==> src/rtl/lms_pkg.sv <==
package lms_pkg;
  typedef enum logic [1:0] {
    STK_HOLD = 2'd0,
    STK_PUSH = 2'd1,
    STK_POP  = 2'd2,
    STK_SWAP = 2'd3
  } stk_op_e;
endpackage

==> src/rtl/lms_ctrl.sv <==
module lms_ctrl #(
  parameter int DEPTH = 8,
  parameter int CW    = $clog2(DEPTH + 1),
  parameter int PW    = (DEPTH > 1) ? $clog2(DEPTH) : 1
) (
  input  logic          clk,
  input  logic          rst,
  input  logic          push,
  input  logic          pop,
  output logic [CW-1:0] cnt_q,
  output logic          wr_en,
  output logic [PW-1:0] wr_idx,
  output logic          ovf_q,
  output logic          unf_q
);
  import lms_pkg::*;

  localparam logic [CW-1:0] FULL = CW'(DEPTH);

  stk_op_e       op;
  logic          ovf_set, unf_set;
  logic [CW-1:0] cnt_d;

  // pop resolves before push
  always_comb begin
    op      = STK_HOLD;
    ovf_set = 1'b0;
    unf_set = 1'b0;
    case ({pop, push})
      2'b11: begin
        if (cnt_q == '0) begin
          unf_set = 1'b1;
          op      = STK_PUSH;
        end else begin
          op      = STK_SWAP;
        end
      end
      2'b10: begin
        if (cnt_q == '0) unf_set = 1'b1;
        else             op      = STK_POP;
      end
      2'b01: begin
        if (cnt_q == FULL) ovf_set = 1'b1;
        else               op      = STK_PUSH;
      end
      default: op = STK_HOLD;
    endcase
  end

  always_comb begin
    cnt_d = cnt_q;
    if (op == STK_PUSH) cnt_d = cnt_q + CW'(1);
    if (op == STK_POP)  cnt_d = cnt_q - CW'(1);
  end

  assign wr_en  = (op == STK_PUSH) || (op == STK_SWAP);
  assign wr_idx = (op == STK_PUSH) ? PW'(cnt_q) : PW'(cnt_q - CW'(1));

  always_ff @(posedge clk) begin
    if (rst) begin
      cnt_q <= '0;
      ovf_q <= 1'b0;
      unf_q <= 1'b0;
    end else begin
      cnt_q <= cnt_d;
      if (ovf_set) ovf_q <= 1'b1;
      if (unf_set) unf_q <= 1'b1;
    end
  end
endmodule

==> src/rtl/lms_lifo.sv <==
module lms_lifo #(
  parameter int W     = 32,
  parameter int DEPTH = 8,
  parameter int PW    = (DEPTH > 1) ? $clog2(DEPTH) : 1
) (
  input  logic          clk,
  input  logic          we,
  input  logic [PW-1:0] widx,
  input  logic [W-1:0]  wdata,
  input  logic [PW-1:0] ridx_top,
  input  logic [PW-1:0] ridx_nxt,
  output logic [W-1:0]  rd_top,
  output logic [W-1:0]  rd_nxt
);
  logic [W-1:0] mem [DEPTH];

  // storage without reset so it maps onto RAM
  always_ff @(posedge clk) begin
    if (we) mem[widx] <= wdata;
  end

  assign rd_top = mem[ridx_top];
  assign rd_nxt = mem[ridx_nxt];
endmodule

==> src/rtl/lane_mask_stack.sv <==
module lane_mask_stack #(
  parameter int LANES = 32,
  parameter int DEPTH = 8,
  parameter int AW    = 32
) (
  input  logic             clk,
  input  logic             rst,
  input  logic             br_valid,
  input  logic [LANES-1:0] br_pred,
  input  logic [AW-1:0]    br_target,
  input  logic [AW-1:0]    pc,
  input  logic             pop_req,
  output logic [LANES-1:0] active_mask,
  output logic [AW-1:0]    rc_target,
  output logic             all_inactive,
  output logic             overflow,
  output logic             underflow
);
  localparam int CW = $clog2(DEPTH + 1);
  localparam int PW = (DEPTH > 1) ? $clog2(DEPTH) : 1;

  logic [CW-1:0]    cnt_q;
  logic             wr_en;
  logic [PW-1:0]    wr_idx;
  logic [PW-1:0]    idx_top, idx_nxt;
  logic [LANES-1:0] m_top, m_nxt;
  logic [AW-1:0]    a_top, a_nxt;
  logic             have_one, have_two, pc_hit, do_pop;

  assign have_one = (cnt_q != '0);
  assign have_two = (cnt_q > CW'(1));
  assign idx_top  = PW'(cnt_q - CW'(1));
  assign idx_nxt  = PW'(cnt_q - CW'(2));
  assign pc_hit   = have_one && (pc == a_top);
  assign do_pop   = pop_req || pc_hit;

  lms_ctrl #(.DEPTH(DEPTH), .CW(CW), .PW(PW)) u_ctrl (
    .clk(clk), .rst(rst), .push(br_valid), .pop(do_pop),
    .cnt_q(cnt_q), .wr_en(wr_en), .wr_idx(wr_idx),
    .ovf_q(overflow), .unf_q(underflow)
  );

  lms_lifo #(.W(LANES), .DEPTH(DEPTH), .PW(PW)) u_masks (
    .clk(clk), .we(wr_en), .widx(wr_idx), .wdata(br_pred),
    .ridx_top(idx_top), .ridx_nxt(idx_nxt),
    .rd_top(m_top), .rd_nxt(m_nxt)
  );

  lms_lifo #(.W(AW), .DEPTH(DEPTH), .PW(PW)) u_addrs (
    .clk(clk), .we(wr_en), .widx(wr_idx), .wdata(br_target),
    .ridx_top(idx_top), .ridx_nxt(idx_nxt),
    .rd_top(a_top), .rd_nxt(a_nxt)
  );

  always_comb begin
    if (!have_one)     active_mask = '1;
    else if (have_two) active_mask = m_top & m_nxt;
    else               active_mask = m_top;
  end

  assign rc_target    = have_one ? a_top : '0;
  assign all_inactive = ~|active_mask;
endmodule

==> config.mk <==
export PLATFORM = sky130hd
export DESIGN_NAME = lane_mask_stack
export DESIGN_NICKNAME = d
export VERILOG_FILES = /design/src/rtl/lms_pkg.sv /design/src/rtl/lms_ctrl.sv /design/src/rtl/lms_lifo.sv /design/src/rtl/lane_mask_stack.sv
export SDC_FILE = /design/constraint.sdc
export NUM_CORES = 1
export LEC_CHECK = 0
export ABC_AREA = 1
export ABC_CLOCK_PERIOD_IN_PS = 7950
export BUFFER_PORTS_ARGS = -buffer_cell sky130_fd_sc_hd__buf_2
export CELL_PAD_IN_SITES_DETAIL_PLACEMENT = 0
export CELL_PAD_IN_SITES_GLOBAL_PLACEMENT = 2
export CORE_AREA = 2 2 287 289
export DETAILED_ROUTE_END_ITERATION = 6
export DIE_AREA = 0 0 289 291
export GPL_ROUTABILITY_DRIVEN = 1
export PLACE_DENSITY_LB_ADDON = 0.3
export SYNTH_ARGS = -nofsm -noshare
export SYNTH_HDL_FRONTEND = slang
export SYNTH_SLANG_ARGS = --single-unit
==> constraint.sdc <==
create_clock -name clk -period 7.95 [get_ports clk]
set_input_delay 1.59 -clock clk [delete_from_list [all_inputs] [get_ports clk]]
set_output_delay 1.59 -clock clk [all_outputs]
set_load 0.05 [all_outputs]
==> PnR_summary.wiki <==
{| class="wikitable"
! Metric !! Value
|-
| Number of flops mapped to enable cells by yosys || slightly above 500
|-
| Routing layer with the top usage in global route || met2
|-
| Via count of the first global-routing pass || between 15,000 and 20,000
|-
| Kind of end point of the critical path || primary output
|-
| Crit Path Class || flip-flop to primary output
|-
| Detailed-routing iteration count for the pre-antenna-repair pass || 5
|-
| Wire length of the first global-routing pass || about 110,000 um
|-
| Logic depth of the worst register-to-register path || 25
|-
| Post-synth top flop || sky130_fd_sc_hd__edfxtp_1
|-
| Final critical-path share of the clock period || around 86%
|-
| #FFs+latches synth || around 520
|-
| Total number of yosys warnings || 0
|-
| Chip width || about 290 um
|-
| R2r setup slk || roughly 1.5 ns
|-
| TritonCTS clock tree || yes
|-
| Resize count post-CTS || 0
|-
| Max_cap viols || 0
|-
| CP max FO || 51
|-
| Syn Inst Count || approximately 2,400
|-
| Final total negative setup slack || 0 ns
|-
| Drt initial violations || 1,419
|-
| Vias per cell || approximately 5
|-
| Overall routed net length || 76,100 um
|-
| CP cell instances || inv_8, ha_4, clkinv_2, buf_4, buf_4, o211ai_1, nand3_1, nand2_1, nand2_1, nand2_1, nor2_1, nand4_1, nor3_1, nand2_1, nor2_1, buf_2
|-
| Top cell type by total area after synthesis || sky130_fd_sc_hd__edfxtp_1
|-
| Post-route clock skew || 0.0525 ns
|-
| Proportion of synthesized flip-flops having asynchronous set or reset || 0%
|-
| Count of nets left with antenna violations after detail routing || 0
|-
| Met1 routing resource usage after global routing || a little under a quarter
|-
| Proportion of layout cells with a drive suffix above 1 || roughly 13%
|-
| Vertical extent of the die || around 290 um
|-
| Final hold violation count || 0
|-
| Worst flop-to-flop path endpoint || u_masks.mem[6][22]$_DFFE_PP_
|-
| Slew headroom || 21.9%
|-
| Data arrival time of the critical path || approximately 5.3 ns
|-
| Synth-to-layout area growth || 16.7%
|-
| Hold path depth || 2
|-
| Critical path startpoint category || flip-flop
|-
| Dominant cell type by count on the critical path || sky130_fd_sc_hd__nand2_1
|-
| Total half-perimeter wirelength after legalization and detailed placement || ~44,000 um
|-
| Post-synthesis net count || between 2,000 and 3,000
|-
| Clock Tree Root || sky130_fd_sc_hd__clkbuf_16
|-
| I/O Pins || 167
|-
| Sequential-to-total area share from yosys stat || between 60% and 70%
|-
| IO Port Bufs || around 170
|-
| Initial core utilization || 29.8%
|-
| Final net count || about 2,600
|-
| Number of max-slew violations in the final report || 0
|-
| Hold Path Class || flip-flop to flip-flop
|-
| Grt met2 use || between 30 and 40%
|-
| Met3 GRT Util || under 10%
|-
| Site row count || about 110
|-
| Critical Path Max Stage Delay || around 0.74 ns
|-
| Actual slew at the worst max-slew pin || between 1 and 1.5 ns
|-
| Longest Clk Path Bufs || 3
|-
| Destination of the worst hold path || u_ctrl.unf_q$_SDFFE_PP0P_
|-
| Core Footprint || around 0.081 mm2
|-
| Cells taking the most area after synthesis || sky130_fd_sc_hd__edfxtp_1 (64%), sky130_fd_sc_hd__nand2_1 (8.4%), sky130_fd_sc_hd__nand3_1 (6.2%)
|-
| Worst Min Path Start || u_ctrl.unf_q$_SDFFE_PP0P_
|-
| Source-to-sink clock delay at the later pin of the worst-skew pair || about 0.65 ns
|-
| Post-layout minimum cycle time || 6.87 ns
|-
| Unrepaired setup endpoints after global routing || no
|-
| Global Route Usage Sum || 17.9%
|-
| Remaining DRCs || 0
|-
| Pin count of the biggest net entering global routing || 260
|-
| Antenna violations before repair || 8
|-
| Avg Cell Area, Syn || approximately 10 um2
|-
| Total CTS buffers || between 50 and 60
|-
| GRT Residual Overflow || 0
|-
| Wire length per cell || 20.8 um
|-
| Max stage delay cell, worst path || sky130_fd_sc_hd__dfxtp_4
|-
| Data required time of the critical path || around 6.4 ns
|-
| Hold-fix buffer count after cts || 0
|-
| Clock net sink count || 518
|-
| Routed via count || 18,027
|-
| Count of different cell masters after synthesis || 29
|-
| Depth of the CTS H-tree || 2
|-
| Fmax || between 0.1 and 0.15 GHz
|-
| Result of the run || completed
|-
| Number of setup buffers added after CTS || 0
|-
| Number of failing setup endpoints in the final timing report || 0
|-
| Area of the die || approximately 0.084 mm2
|-
| Share of Yosys cell area claimed by the top area cell type || a little under two thirds
|-
| Clock edge transition at the registers on the reported setup and hold paths || approximately 0.060 ns
|-
| Netlist Area Pre-Place || about 0.024 mm2
|-
| RR Startpoint || u_ctrl.cnt_q[0]$_SDFFE_PP0P_
|-
| Final weighted congestion of routability-driven global placement || roughly 0.75
|}
cells by family (layout without fill, tap and decap cells):
| family | count (synthesis) | count (layout) | synth area share (%) |
|---|---|---|---|
| buf+inv | 350 | 508 | 6.21 |
| flops | 518 | 518 | 64.0 |
| fa+ha+maj | 8 | 8 | 0.414 |
| simple gates | 1110 | 1110 | 19.1 |
| other cells | 0 | 2 | 0 |
| compound gates | 442 | 442 | 10.2 |
| xor+xnor | 1 | 1 | 0.0362 |
cell usage in the layout (no fill, tap or decap), types with 2 or more instances in the layout:
master / n
sky130_fd_sc_hd__nand2_1: 542
sky130_fd_sc_hd__edfxtp_1: 512
sky130_fd_sc_hd__nand3_1: 298
sky130_fd_sc_hd__nor2_1: 235
sky130_fd_sc_hd__o21ai_0: 214
sky130_fd_sc_hd__inv_1: 185
sky130_fd_sc_hd__buf_2: 166
sky130_fd_sc_hd__a21oi_1: 142
sky130_fd_sc_hd__clkbuf_16: 59
sky130_fd_sc_hd__o211ai_1: 46
sky130_fd_sc_hd__buf_4: 35
sky130_fd_sc_hd__a32o_1: 26
sky130_fd_sc_hd__bufinv_16: 16
sky130_fd_sc_hd__nand3b_1: 14
sky130_fd_sc_hd__clkinv_2: 12
sky130_fd_sc_hd__o21ai_1: 11
sky130_fd_sc_hd__nor2_4: 9
sky130_fd_sc_hd__clkinv_1: 9
sky130_fd_sc_hd__ha_1: 7
sky130_fd_sc_hd__clkbuf_1: 7
sky130_fd_sc_hd__clkinvlp_4: 5
sky130_fd_sc_hd__nand4_1: 4
sky130_fd_sc_hd__nor3_1: 4
sky130_fd_sc_hd__buf_12: 4
sky130_fd_sc_hd__dfxtp_1: 4
sky130_fd_sc_hd__inv_2: 3
sky130_fd_sc_hd__diode_2: 2
sky130_fd_sc_hd__nand2_4: 2
sky130_fd_sc_hd__clkinv_16: 2
sky130_fd_sc_hd__inv_6: 2
sky130_fd_sc_hd__clkinv_4: 2
sequential cells by signal, indices dropped and copies added, names as in the netlist:
signal / flops
u_addrs.mem: 256
u_masks.mem: 256
u_ctrl.cnt_q: 4
u_ctrl.ovf_q: 1
u_ctrl.unf_q: 1
through the flow:
stage / hold WS [ns] / setup WS (ns) / cells / utilization, % / cell area (um2)
6_report: 0.459 / 1.08 / 3659 / 34.8 / 28200
5_1_grt: 0.475 / 0.655 / 3657 / 34.8 / 28200
4_1_cts: 0.461 / 0.825 / 3657 / 34.8 / 28200
3_5_place_dp: 0.452 / 1.27 / 3547 / 32.1 / 26000
3_3_place_gp: 0.440 / 1.39 / 3547 / 32.1 / 26000
2_1_floorplan: 0.513 / 1.23 / 2429 / - / 24200
Yosys cell counts, types with 4 or more instances:
cell                       count
sky130_fd_sc_hd__nor2_1      244
sky130_fd_sc_hd__nor3_1        4
sky130_fd_sc_hd__nand3b_1     14
sky130_fd_sc_hd__inv_1       186
sky130_fd_sc_hd__clkbuf_1     44
sky130_fd_sc_hd__o21ai_1      11
sky130_fd_sc_hd__nand3_1     298
sky130_fd_sc_hd__buf_1         8
sky130_fd_sc_hd__buf_4        13
sky130_fd_sc_hd__inv_2         6
sky130_fd_sc_hd__buf_2        88
sky130_fd_sc_hd__buf_6         4
sky130_fd_sc_hd__o21ai_0     214
sky130_fd_sc_hd__ha_1          8
sky130_fd_sc_hd__a21oi_1     142
sky130_fd_sc_hd__edfxtp_1    512
sky130_fd_sc_hd__o211ai_1     46
sky130_fd_sc_hd__a32o_1       26
sky130_fd_sc_hd__dfxtp_1       6
sky130_fd_sc_hd__nand2_1     543
sky130_fd_sc_hd__nand4_1       4
worst max-delay path, delay by kind of cell (launching register included):
| kind | cells | cell delay (ns) |
|---|---|---|
| and+or+nand+nor | 9 | 1.50 |
| DFF | 1 | 0.74 |
| buffers and inverters | 5 | 1.78 |
| AOI/OAI and AO/OA | 1 | 0.15 |
| adders and majority gates | 1 | 0.45 |
final cells by class:
type	count	area, um2
tap	1070	1340
clock inverter	44	689
multi-input combinational	1561	7300
antenna	2	5.00
timing repair buffer	205	1170
clock buffer	66	1500
sequential	518	15500
fill	8207	52900
inverter	193	734
per-layer routing:
metal	vias to the layer above	part of all wire [%]
li1	8642	-
met3	96	4.9
met5	-	0.085
met2	461	49
met1	8818	44
met4	10	1.6
worst max path at each step:
stage,from,end,slack [ns],depth (start not counted)
5_1_grt,u_ctrl.cnt_q[0]$_SDFFE_PP0P_,all_inactive,0.66,17
3_5_place_dp,u_ctrl.cnt_q[0]$_SDFFE_PP0P_,u_masks.mem[6][6]$_DFFE_PP_,1.27,25
6_report,u_ctrl.cnt_q[0]$_SDFFE_PP0P_,all_inactive,1.08,16
4_1_cts,u_ctrl.cnt_q[0]$_SDFFE_PP0P_,all_inactive,0.82,16
2_1_floorplan,u_ctrl.cnt_q[0]$_SDFFE_PP0P_,u_addrs.mem[5][0]$_DFFE_PP_,1.23,28
3_3_place_gp,u_ctrl.cnt_q[0]$_SDFFE_PP0P_,u_masks.mem[6][3]$_DFFE_PP_,1.39,25
Power is not shown: default switching activity piles up to over one toggle a cycle in this logic, so the estimate is an artifact.
